`src/rtl/sup_rst_pkg.sv`:
```
package sup_rst_pkg;
   localparam int          REG_W       = 8;
   localparam logic [3:0]  RESTART_KEY = 4'b1010;
   localparam int          EN_BIT      = 7;
   localparam int          WTR_BIT     = 7;
   localparam int          POR_BIT     = 6;

   typedef enum logic {
      SEL_WDCTL = 1'b0,
      SEL_CAUSE = 1'b1
   } reg_sel_e;
endpackage

```
`src/rtl/wdog_core.sv`:
```
module wdog_core #(
   parameter int TMO_W = 5
) (
   input  logic             clk,
   input  logic             rst_n,
   input  logic             tick_i,
   input  logic             hold_i,
   input  logic             restart_i,
   input  logic [TMO_W-1:0] tmo_i,
   output logic             expire_o
);
   logic [TMO_W-1:0] ld_q;
   logic [TMO_W-1:0] cnt_q;
   logic [TMO_W:0]   nxt;
   logic             parked;

   assign parked   = &ld_q;
   assign nxt      = {1'b0, cnt_q} + 1'b1;
   assign expire_o = tick_i & ~hold_i & ~restart_i & ~parked &
                     (nxt >= {1'b0, ld_q});

   always_ff @(posedge clk or negedge rst_n) begin
      if (!rst_n) begin
         ld_q  <= '1;
         cnt_q <= '0;
      end else if (restart_i) begin
         ld_q  <= tmo_i;
         cnt_q <= '0;
      end else if (hold_i) begin
         cnt_q <= '0;
      end else if (tick_i && !parked) begin
         cnt_q <= expire_o ? '0 : nxt[TMO_W-1:0];
      end
   end

   // the all-ones code freezes the counter between restarts
   a_r3_parked_frozen: assert property (@(posedge clk) disable iff (!rst_n)
      (parked && !restart_i && !hold_i) |=> $stable(cnt_q));

   // a held counter is cleared on the next cycle
   a_r8_hold_clears: assert property (@(posedge clk) disable iff (!rst_n)
      (hold_i && !restart_i) |=> (cnt_q == '0));
endmodule

```
`src/rtl/rst_pulse.sv`:
```
module rst_pulse #(
   parameter int PULSE_LEN = 1
) (
   input  logic clk,
   input  logic rst_n,
   input  logic tick_i,
   input  logic supply_low_i,
   input  logic wd_fire_i,
   input  logic pin_in_i,
   output logic drive_o,
   output logic release_o,
   output logic manual_o
);
   localparam int PC_W = (PULSE_LEN > 1) ? $clog2(PULSE_LEN) : 1;
   localparam logic [PC_W-1:0] PC_LAST = PC_W'(PULSE_LEN - 1);

   logic            drive_q;
   logic [PC_W-1:0] pcnt_q;

   assign drive_o   = drive_q;
   assign manual_o  = ~pin_in_i & ~drive_q & ~supply_low_i;
   assign release_o = drive_q & ~supply_low_i & tick_i & (pcnt_q == PC_LAST);

   always_ff @(posedge clk or negedge rst_n) begin
      if (!rst_n) begin
         drive_q <= 1'b0;
         pcnt_q  <= '0;
      end else if (supply_low_i) begin
         drive_q <= 1'b1;
         pcnt_q  <= '0;
      end else if (drive_q) begin
         if (tick_i) begin
            if (pcnt_q == PC_LAST) begin
               drive_q <= 1'b0;
               pcnt_q  <= '0;
            end else begin
               pcnt_q <= pcnt_q + 1'b1;
            end
         end
      end else if (wd_fire_i || manual_o) begin
         drive_q <= 1'b1;
         pcnt_q  <= '0;
      end
   end

   // low supply forces the pin low on the next cycle
   a_r8_low_drives: assert property (@(posedge clk) disable iff (!rst_n)
      supply_low_i |=> drive_q);

   // a pulse ends only on a tick with the supply good
   a_r7_release_on_tick: assert property (@(posedge clk) disable iff (!rst_n)
      $fell(drive_q) |-> ($past(tick_i) && !$past(supply_low_i)));

   // a detected manual press starts a pulse
   a_r9_manual_starts: assert property (@(posedge clk) disable iff (!rst_n)
      manual_o |=> drive_q);
endmodule

```
`src/rtl/cause_flags.sv`:
```
module cause_flags (
   input  logic clk,
   input  logic rst_n,
   input  logic set_wtr_i,
   input  logic set_por_i,
   input  logic wr_i,
   input  logic wdata_wtr_i,
   input  logic wdata_por_i,
   output logic wtr_o,
   output logic por_o
);
   logic wtr_q, por_q;

   assign wtr_o = wtr_q;
   assign por_o = por_q;

   always_ff @(posedge clk or negedge rst_n) begin
      if (!rst_n) begin
         wtr_q <= 1'b0;
         por_q <= 1'b0;
      end else begin
         wtr_q <= set_wtr_i | (wtr_q & ~(wr_i & ~wdata_wtr_i));
         por_q <= set_por_i | (por_q & ~(wr_i & ~wdata_por_i));
      end
   end

   // a cause bit falls only after a write of 0 to it
   a_r10_wtr_sticky: assert property (@(posedge clk) disable iff (!rst_n)
      $fell(wtr_q) |-> $past(wr_i && !wdata_wtr_i));
   a_r10_por_sticky: assert property (@(posedge clk) disable iff (!rst_n)
      $fell(por_q) |-> $past(wr_i && !wdata_por_i));
   // a set event wins over a clearing write
   a_r10_set_wins: assert property (@(posedge clk) disable iff (!rst_n)
      (set_wtr_i || set_por_i) |=> (wtr_q || por_q));
endmodule

```
`src/rtl/sup_rst_wdog.sv`:
```
module sup_rst_wdog #(
   parameter int TMO_W     = 5,
   parameter int PULSE_LEN = 1
) (
   input  logic                          clk,
   input  logic                          rst_n,
   input  logic                          tick_i,
   input  logic                          supply_low_i,
   input  logic                          pin_in_i,
   input  logic                          reg_we_i,
   input  logic                          reg_sel_i,
   input  logic [sup_rst_pkg::REG_W-1:0] reg_wdata_i,
   output logic [sup_rst_pkg::REG_W-1:0] reg_rdata_o,
   output logic                          pin_drive_o
);
   import sup_rst_pkg::*;

   generate
      if (TMO_W < 1 || TMO_W > EN_BIT) begin : g_bad_tmo
         $error("TMO_W must lie between 1 and the enable bit position");
      end
      if (PULSE_LEN < 1) begin : g_bad_pulse
         $error("PULSE_LEN must be at least one tick");
      end
   endgenerate

   logic             ctl_en_q;
   logic [TMO_W-1:0] ctl_tmo_q;
   logic             key_hit, cause_wr;
   logic             wd_expire, wd_fire, wd_restart, wd_hold;
   logic             drive, rel, manual;
   logic             wtr, por;
   logic             unused_bit5;

   assign unused_bit5 = reg_wdata_i[5];
   assign cause_wr    = reg_we_i && (reg_sel_i == SEL_CAUSE);
   assign key_hit     = cause_wr && (reg_wdata_i[3:0] == RESTART_KEY);

   always_ff @(posedge clk or negedge rst_n) begin
      if (!rst_n) begin
         ctl_en_q  <= 1'b0;
         ctl_tmo_q <= '1;
      end else if (reg_we_i && reg_sel_i == SEL_WDCTL) begin
         ctl_en_q  <= reg_wdata_i[EN_BIT];
         ctl_tmo_q <= reg_wdata_i[TMO_W-1:0];
      end
   end

   assign wd_restart = key_hit | rel;
   assign wd_hold    = drive | supply_low_i;
   assign wd_fire    = wd_expire & ctl_en_q;

   wdog_core #(.TMO_W(TMO_W)) u_wdog (
      .clk       (clk),
      .rst_n     (rst_n),
      .tick_i    (tick_i),
      .hold_i    (wd_hold),
      .restart_i (wd_restart),
      .tmo_i     (ctl_tmo_q),
      .expire_o  (wd_expire)
   );

   rst_pulse #(.PULSE_LEN(PULSE_LEN)) u_pulse (
      .clk          (clk),
      .rst_n        (rst_n),
      .tick_i       (tick_i),
      .supply_low_i (supply_low_i),
      .wd_fire_i    (wd_fire),
      .pin_in_i     (pin_in_i),
      .drive_o      (drive),
      .release_o    (rel),
      .manual_o     (manual)
   );

   cause_flags u_flags (
      .clk         (clk),
      .rst_n       (rst_n),
      .set_wtr_i   (wd_fire),
      .set_por_i   (supply_low_i | manual),
      .wr_i        (cause_wr),
      .wdata_wtr_i (reg_wdata_i[WTR_BIT]),
      .wdata_por_i (reg_wdata_i[POR_BIT]),
      .wtr_o       (wtr),
      .por_o       (por)
   );

   assign pin_drive_o = drive;

   always_comb begin
      reg_rdata_o = '0;
      if (reg_sel_i == SEL_WDCTL) begin
         reg_rdata_o[EN_BIT]      = ctl_en_q;
         reg_rdata_o[TMO_W-1:0]   = ctl_tmo_q;
      end else begin
         reg_rdata_o[WTR_BIT]     = wtr;
         reg_rdata_o[POR_BIT]     = por;
      end
   end

   // an enabled expiry pulls the pin on the next cycle
   a_r2_fire_drives: assert property (@(posedge clk) disable iff (!rst_n)
      (wd_expire && ctl_en_q) |=> pin_drive_o);

   // a disabled expiry alone never pulls the pin
   a_r4_disabled_quiet: assert property (@(posedge clk) disable iff (!rst_n)
      (wd_expire && !ctl_en_q && !supply_low_i && pin_in_i && !pin_drive_o)
      |=> !pin_drive_o);
endmodule

```
`config.mk`:
```
export PLATFORM = sky130hd
export DESIGN_NAME = sup_rst_wdog
export DESIGN_NICKNAME = d
export VERILOG_FILES = /design/src/rtl/sup_rst_pkg.sv /design/src/rtl/wdog_core.sv /design/src/rtl/rst_pulse.sv /design/src/rtl/cause_flags.sv /design/src/rtl/sup_rst_wdog.sv
export SDC_FILE = /design/constraint.sdc
export NUM_CORES = 1
export LEC_CHECK = 0
export CORE_MARGIN = 10
export CORE_UTILIZATION = 52
export CTS_BUF_LIST = sky130_fd_sc_hd__clkbuf_8
export DETAILED_ROUTE_END_ITERATION = 16
export PLACE_DENSITY_LB_ADDON = 0.08
export SYNTH_ARGS = -nofsm -noshare
export SYNTH_HDL_FRONTEND = slang
export SYNTH_HIERARCHICAL = 1
export SYNTH_SLANG_ARGS = --single-unit
```
`constraint.sdc`:
```
create_clock -name clk -period 2.5 [get_ports clk]
set_input_delay 0.5 -clock clk [delete_from_list [all_inputs] [get_ports clk]]
set_output_delay 0.5 -clock clk [all_outputs]
set_load 0.05 [all_outputs]
```
After elaboration in Yosys (flattened, before gate mapping)

Cells that the tools add are included.

Mux-type cells: 17
Equality and inequality tests: 2
Reductions and logical operators: 10
Shift operators: 0
$lt $le $gt $ge: 1
Add/sub/neg operators: 2
Bitwise operators: 31
Multiply operators: 0
Divide/modulo/power cells: 0

Operator list:

| operator                                      | number |
|---|---|
| two-way mux 5 bit                             | 5 |
| AND 1 bit                                     | 14 |
| two-way mux 1 bit                             | 12 |
| NOT 1 bit                                     | 12 |
| adder 5 x 1 -> 6 bit (second input constant)  | 1 |
| greater-or-equal comparator 6 x 5 -> 1 bit    | 1 |
| nonzero test 3 bit                            | 2 |
| bitwise OR 1 bit                              | 5 |
| AND reduction 5 bit                           | 1 |
| == test 4 bit (second input constant)         | 1 |
| logical AND 1 bit                             | 4 |
| inequality test 3 bit (second input constant) | 1 |
| AND reduction 2 bit                           | 1 |
| adder 1 bit (second input constant)           | 1 |
| logical NOT 1 bit                             | 1 |
| logical OR 1 bit                              | 1 |

Bits in latches: 0
Flip-flop bits (word level): 20
Bits in read-only memories: 0
Word-level logic and storage cells: 71
Memories kept: 0
Input bits: 15
Output and inout bits: 9
RAM bits: 0

Depth between registers and ports, before layout

Gate-level depths: netlist of the first run.

Depth after elaboration: 14
Gate-level depth with buffers: 11
Gate-level depth less buffers: 11

Modules after synthesis

The synthesis of the first run kept the hierarchy.

By module, submodules not included:

| module       | cells an instance | area an instance (um^2) | sequential area each (um^2) | instances |
|---|---|---|---|---|
| wdog_core    | 62                | 660.6                   | 256.5                       | 1 |
| sup_rst_wdog | 29                | 384.1                   | 156.4                       | 1 |
| cause_flags  | 6                 | 77.6                    | 50.0                        | 1 |
| rst_pulse    | 5                 | 51.3                    | 25.0                        | 1 |

Worst setup path before layout of the first run

OpenSTA, ideal clock, no wires.

Kind: flip-flop to flip-flop
Start point: reg u_wdog.cnt_q[0]
End point: reg u_pulse.drive_q, in the netlist u_pulse/drive_o
Data required time: 2373 ps
Arrival: 2049 ps
Stages on the path, launching flop included: 12
Library setup time: 127 ps
Path slack: 324 ps
Path buffers: 0
Clock period less this slack: 2176 ps
Cell sequence: dfrtp_1 ha_1 nand3_1 xnor2_1 ha_1 a21oi_2 o21a_4 nor2b_1 nor2_1 and2_1 nor4b_1 nor2_1

Longest elaborated chain between the ends: 8

Ends and longest elaborated chain:

| what                                       | RTL line           | text |
|---|---|---|
| start: declaration                         | wdog_core.sv:13    | `logic [TMO_W-1:0] cnt_q;` |
| start signal: assignment                   | wdog_core.sv:32    | `cnt_q <= expire_o ? '0 : nxt[TMO_W-1:0];` |
| adder 5 x 1 -> 6 bit                       | wdog_core.sv:18    | `assign nxt = {1'b0, cnt_q} + 1'b1;` |
| greater-or-equal comparator 6 x 5 -> 1 bit | wdog_core.sv:20    | `(nxt >= {1'b0, ld_q});` |
| AND 1 bit                                  | wdog_core.sv:19    | `assign expire_o = tick_i & ~hold_i & ~restart_i & ~parked &` |
| net wd_expire                              | sup_rst_wdog.sv:30 | `logic wd_expire, wd_fire, wd_restart, wd_hold;` |
| AND 1 bit                                  | sup_rst_wdog.sv:51 | `assign wd_fire = wd_expire & ctl_en_q;` |
| net wd_fire                                | sup_rst_wdog.sv:30 |  |
| logical OR 1 bit                           | rst_pulse.sv:40    | `end else if (wd_fire_i \|\| manual_o) begin` |
| two-way mux 1 bit                          | rst_pulse.sv:40    |  |
| two-way mux 1 bit                          | rst_pulse.sv:31    | `end else if (drive_q) begin` |
| two-way mux 1 bit                          | rst_pulse.sv:28    | `end else if (supply_low_i) begin` |
| end signal: assignment                     | rst_pulse.sv:29    | `drive_q <= 1'b1;` |
| end signal: assignment                     | rst_pulse.sv:34    | `drive_q <= 1'b0;` |
| end signal: assignment                     | rst_pulse.sv:41    | `drive_q <= 1'b1;` |
| end: declaration                           | rst_pulse.sv:17    | `logic drive_q;` |

The timed path passes the listed nets, and every way through them passes these cells.
A chain may end at the register's enable or synchronous reset.

Worst setup path in the final report of the first run

Ends and elaborated chain as after synthesis.

==> results of run 1 <==
sequential cells by signal, summed over array words and instances (netlist names):
| name | cells |
|---|---|
| u_pulse/drive_o | 1 |
| u_flags/wtr_o | 1 |
| u_wdog/ld_q | 5 |
| ctl_tmo_q | 5 |
| ctl_en_q | 1 |
| u_flags/por_o | 1 |
| u_wdog/cnt_q | 5 |
final cells by class:
type | instances | area (um2)
Clock buffer | 3 | 41.3
Timing Repair Buffer | 32 | 350
Multi-Input combinational cell | 75 | 684
Fill cell | 151 | 566
Inverter | 5 | 18.8
Sequential cell | 19 | 490
Tap cell | 28 | 35.0
Clock inverter | 1 | 5.00
power groups by stage:
stage / combinational [mW] / clock [mW] / sequential, mW
after floorplan: 0.168 / 0 / 0.398
after global placement: 0.263 / 0 / 0.401
after detailed placement: 0.268 / 0 / 0.404
after CTS: 0.271 / 0.216 / 0.398
after global routing: 0.309 / 0.227 / 0.405
final: 0.285 / 0.212 / 0.398
logic make-up after synthesis:
logic type | count (synthesis) | share of synthesized area
muxes | 9 | 0.104
adders and majority gates | 6 | 0.0640
AOI/OAI and AO/OA | 18 | 0.127
and+or+nand+nor | 38 | 0.222
DFF | 19 | 0.416
xor gates and xnor gates | 3 | 0.0224
other | 1 | 0.00320
buffers and inverters | 8 | 0.0416
path summary, 6_finish.rpt:
path,startpoint,to,slack (ps),cells past startpoint
hold reg to reg,u_flags/por_o$_DFF_PN0_,u_flags/por_o$_DFF_PN0_,470,1
min in group asynchronous,rst_n,u_wdog/cnt_q[3]$_DFFE_PN0P_,560,2
setup / recovery,u_wdog/cnt_q[0]$_DFFE_PN0P_,u_pulse/drive_o$_DFF_PN0_,150,12
max in group asynchronous,rst_n,ctl_tmo_q[3]$_DFFE_PN1P_,1670,2
hold / removal,u_flags/por_o$_DFF_PN0_,u_flags/por_o$_DFF_PN0_,470,1
setup reg to reg,u_wdog/cnt_q[0]$_DFFE_PN0P_,u_pulse/drive_o$_DFF_PN0_,150,12
worst max-delay path: cells and delay by family, from the launching register on:
family                     cells  cell delay, ps
AOI/OAI and AO/OA              2             330
adders and majority gates      1             260
buffers and inverters          3             390
DFF                            1             460
and+or+nand+nor                6             790
what timing repair did:
action / in CTS / in global routing
cloned: 0 / 0
pin swaps: 0 / 6
setup endpoints to repair: 1 / 2
resized for setup: 1 / 9
buffers inserted: 0 / 7
synthesized netlist by cell type:
cell,instances
and3b_1,1
and2_1,1
and2_2,3
buf_6,2
o21ai_1,1
nor4b_1,1
nor2b_2,1
xor2_1,1
buf_4,1
a32o_2,2
a31oi_1,1
nor4bb_1,1
a32o_1,1
o21a_4,1
nand2_1,7
nor2_4,1
conb_1,1
xnor2_1,2
mux2_2,2
and2b_2,5
a21oi_2,1
a21oi_1,1
nand2b_1,3
o21ai_0,5
mux2i_1,1
inv_1,5
nor2b_1,1
nor2_1,2
mux2_4,6
nand4_2,1
nand3_1,5
dfstp_2,10
nor3_1,1
dfrtp_1,9
ha_1,6
or2_2,2
o211ai_4,1
nor2_8,1
nor2_2,1
a21o_1,4
metrics by stage:
| stage | power (mW) | hold WS (ps) | instances | cell area (um2) | setup WS [ps] |
|---|---|---|---|---|---|
| after floorplan | 0.566 | 204 | 102 | 1170 | 324 |
| after global placement | 0.664 | 453 | 152 | 1480 | 54.1 |
| after detailed placement | 0.672 | 467 | 152 | 1480 | -19.9 |
| after CTS | 0.885 | 483 | 156 | 1520 | 23.2 |
| after global routing | 0.941 | 502 | 163 | 1630 | -48.6 |
| final | 0.894 | 475 | 163 | 1630 | 148 |
per-layer routing:
metal / wire, um / part of all wire / GRT usage / up-vias
met1: 961 / 0.40 / 0.118 / 413
met3: 106 / 0.044 / 0.0463 / 6
met4: 39 / 0.016 / 0.0513 / 0
met5: 0 / 0 / 0 / -
li1: - / - / - / 420
met2: 1300 / 0.54 / 0.204 / 15
==> metrics.yaml, run 1 <==
grt:
  grt.overflow.total: 0
  grt_pass1_vias: 960
  grt.total_usage: 0.116
  grt_pass1_wl_mm: 4.10
  grt_max_degree: 20
  antenna_found_initial: 0
floorplanning:
  die_w_um: 67.5
  core_um2: 2190
  io_pins: 24
  start_util: 0.536
  row_count: 17
  die_h_um: 67.5
  dieArea_um2: 4560
outcome:
  status: "complete, no violations"
clock_tree:
  root_buffer: "clkbuf_8"
  clkLatencyLatePin_ps: 260
  cts-buffers-inserted: 3
  clkSinkCount: 19
  clkTransAtPathRegs_ps: 80
  cts_buffer_depth: 2
  cts_tree: "done"
  h-tree-depth: 1
  hold_buffers: 0
place:
  hpwlAfterDp_mm: 1.91
  place.gp.congestion: 0.656
  portBuffers: 21
setup_path:
  critPathKind: "flop to flop"
  max_stage_delay_ps: 460
  cp_data_required_time_ps: 2640
  slowest_stage: "dfrtp_2"
  end_kind: "flop"
  cp.arrival_ps: 2490
  crit_path_frequent_cell: "buf_4"
  path_cells: "buf_4 -> buf_4 -> buf_4 -> ha_1 -> nand2b_1 -> a21oi_2 -> o21a_4 -> nor2b_1 -> nor2_1 -> and2_1 -> nor4b_2 -> nor2_1"
  cp-start-kind: "flop"
  crit_path_max_fanout: 5
pwr:
  internal_power_mw: 0.627
  swShare: 0.299
  power_frac_clock: 0.237
  p_comb_frac: 0.318
  p_sw_mw: 0.268
  powerDensity_nw_per_um2: 550
  vdd_drop_max_uv: 448
  p_leak_nw: 0.746
  seq_power_share: 0.445
logic_synthesis:
  ys.warnings.count: 6
  yosysSeqAreaShare: 0.416
  synth_area_leaders: "dfstp_2 (22%), dfrtp_1 (19%), mux2_4 (7.7%), ha_1 (6.4%), and2b_2 (3.7%)"
  synthesis.instances: 102
  syn_area_um2: 1170
  postSynthAreaPerCell_um2: 11.5
  synth_fp_nets: 123
  synth_top_area_share: 0.224
  yosys_register_bits: 19
  yosysUniqueCellTypes: 40
  synth_area_leader_cell: "dfstp_2"
timing:
  finalSetupTns_ps: 0
  hold_viol: 0
  drv_slew: 0
  post-route-min-period_ps: 2350
  fmax_ghz: 0.425
  fin_skew_ps: 8.51
  final-setup-viol-count: 0
  period_share: 0.941
route:
  routed_wl_mm: 2.41
  dr.pass1.iters: 4
  ant_nets: 0
  wire_per_inst_um: 14.8
  vias: 854
  drcViolationCount: 0
  initialDrtViolationCount: 63
  via_per_inst: 5.24
cells_and_area:
  final_cell_mix: "clkdlybuf4s50_1 (14), buf_4 (12), dfstp_2 (10), dfrtp_1 (7), nand2_1 (7)"
  areaGrowthSynthToFinish_pct: 38.5
  antenna_cells: 0
  layout_commonest_cell: "clkdlybuf4s50_1"
  fin_nets: 157
  drive_above_1_share: 0.511
  utilization: 0.742
run:
  cap_violations: 0
hold_path:
  hold_path.class: "flop to flop"
No activity file was read; power rests on OpenSTA's default activity.
==> inputs of run 2 (changes only) <==
--- a/config.mk
+++ b/config.mk
@@ -6,7 +6,7 @@
 export NUM_CORES = 1
 export LEC_CHECK = 0
 export CORE_MARGIN = 10
-export CORE_UTILIZATION = 52
+export CORE_UTILIZATION = 40
 export CTS_BUF_LIST = sky130_fd_sc_hd__clkbuf_8
 export DETAILED_ROUTE_END_ITERATION = 16
 export PLACE_DENSITY_LB_ADDON = 0.08
==> metrics.yaml, run 2 (same netlist as run 1, synthesis figures left out) <==
cells_and_area:
  antenna_cells: 0
  layout_commonest_cell: "clkdlybuf4s50_1"
  final_cell_mix: "clkdlybuf4s50_1 (14), dfstp_2 (10), dfrtp_1 (8), buf_4 (8), nand2_1 (7)"
  top_regs: "ctl_tmo_q: 5 flops, u_wdog/cnt_q: 5 flops, u_wdog/ld_q: 5 flops"
  utilization: 0.566
  fin_nets: 153
  areaGrowthSynthToFinish_pct: 34.2
  drive_above_1_share: 0.450
  layout.cells.non_filler: 162
  fin_area_um2: 1580
clock_tree:
  cts_tree: "done"
  hold_buffers: 0
  root_buffer: "clkbuf_8"
  h-tree-depth: 1
  cts_buffer_depth: 2
  clkLatencyLatePin_ps: 250
  cts-buffers-inserted: 3
  clkTransAtPathRegs_ps: 70
  clkSinkCount: 19
place:
  portBuffers: 21
  placed_cells: 156
  preCtsSetupSlack_ps: 46.5
  place_area_um2: 1490
  hpwlAfterDp_mm: 2.02
  place.gp.congestion: 0.797
grt:
  grt_pass1_vias: 942
  grt.total_usage: 0.0958
  grt_pass1_wl_mm: 4.13
  grt_max_degree: 11
  grt.overflow.total: 0
  antenna_found_initial: 0
route:
  initialDrtViolationCount: 39
  wire_per_inst_um: 15.4
  via_per_inst: 5.23
  ant_nets: 0
  vias: 847
  dr.pass1.iters: 4
  routed_wl_mm: 2.49
  drcViolationCount: 0
timing:
  period_share: 0.950
  hold_viol: 0
  layout_setup_ws_ps: 124
  final-setup-viol-count: 0
  worst_pin_slew_ps: 497
  fin_skew_ps: 0.917
  max_slew_margin: 0.668
  fmax_ghz: 0.421
  post-route-min-period_ps: 2380
  drv_slew: 0
setup_path:
  reg2reg_from: "u_wdog/cnt_q[1]$_DFFE_PN0P_"
  end_kind: "flop"
  crit_path_max_fanout: 7
  cp-start-kind: "flop"
  cp.arrival_ps: 2520
  cp_data_required_time_ps: 2640
  startpoint: "u_wdog/cnt_q[1]$_DFFE_PN0P_"
  critPathKind: "flop to flop"
floorplanning:
  row_count: 19
  die_w_um: 74.2
  start_util: 0.422
  io_pins: 24
  die_h_um: 74.2
  dieArea_um2: 5500
  core_um2: 2780
run:
  cap_violations: 0
pwr:
  powerDensity_nw_per_um2: 559
  p_leak_nw: 0.721
  vdd_drop_max_uv: 408
hold_path:
  min-delay-start: "u_flags/por_o$_DFF_PN0_"
  hold_path.class: "flop to flop"
outcome:
  status: "complete, no violations"
[run 2: cell count changes in the layout (fill, tap and decap cells not counted)]
cell,before,now
a21oi_1,0,1
a21oi_2,2,1
buf_4,12,8
clkinv_2,1,0
dfrtp_1,7,8
dfrtp_2,2,1
inv_1,5,6
nand3_1,3,5
nand3_2,2,0
xnor2_1,0,1
xnor2_2,2,1
[run 2: per-stage QoR]
step,hold slack (ps),power (mW),setup TNS (ps)
after floorplan,204,0.566,0
after global placement,457,0.665,0
after detailed placement,458,0.677,0
after CTS,484,0.890,0
after global routing,505,0.929,-16.2
final,478,0.880,0
[run 2: where the power goes]
part	leakage, nW	total (mW)	internal, mW	switching [mW]
combinational	0.476	0.273	0.135	0.138
clock	0.0269	0.210	0.109	0.101
sequential	0.218	0.398	0.369	0.0288
[run 2: layout make-up]
| type | instances | area, um2 |
|---|---|---|
| Fill cell | 256 | 1210 |
| Timing Repair Buffer | 28 | 320 |
| Multi-Input combinational cell | 75 | 663 |
| Inverter | 5 | 18.8 |
| Clock buffer | 3 | 41.3 |
| Clock inverter | 1 | 3.75 |
| Sequential cell | 19 | 489 |
| Tap cell | 31 | 38.8 |
[run 2: worst max-delay path: stages, from the launching register on]
cell	delay [ps]
dfrtp_1	430
nand3_1	120
xnor2_1	230
ha_1	290
a21o_1	190
a21oi_2	140
o21a_4	180
nor2b_1	160
nor2_1	70
and2_1	190
nor4b_2	210
nor2_1	70
[run 2: repair_timing]
item,CTS,global route
setup endpoints to repair,0,1
gates resized for setup,0,5
setup buffers,0,2
[run 2: path summary, 6_finish.rpt]
kind                       slack, ps  cells after the start                           to
max in group asynchronous       1330                      2   u_wdog/ld_q[4]$_DFFE_PN1P_
max                              120                     11    u_pulse/drive_o$_DFF_PN0_
min in group asynchronous        580                      1  u_wdog/cnt_q[1]$_DFFE_PN0P_
max reg2reg                      120                     11    u_pulse/drive_o$_DFF_PN0_
min                              480                      1      u_flags/por_o$_DFF_PN0_
min reg2reg                      480                      1      u_flags/por_o$_DFF_PN0_
[run 2: per-layer routing]
| metal | global-route usage | up-vias | share of wire |
|---|---|---|---|
| li1 | - | 411 | - |
| met2 | 0.168 | 16 | 0.51 |
| met5 | 0 | - | 0 |
| met3 | 0.0386 | 2 | 0.061 |
| met1 | 0.100 | 418 | 0.42 |
| met4 | 0.0373 | 0 | 0.0048 |
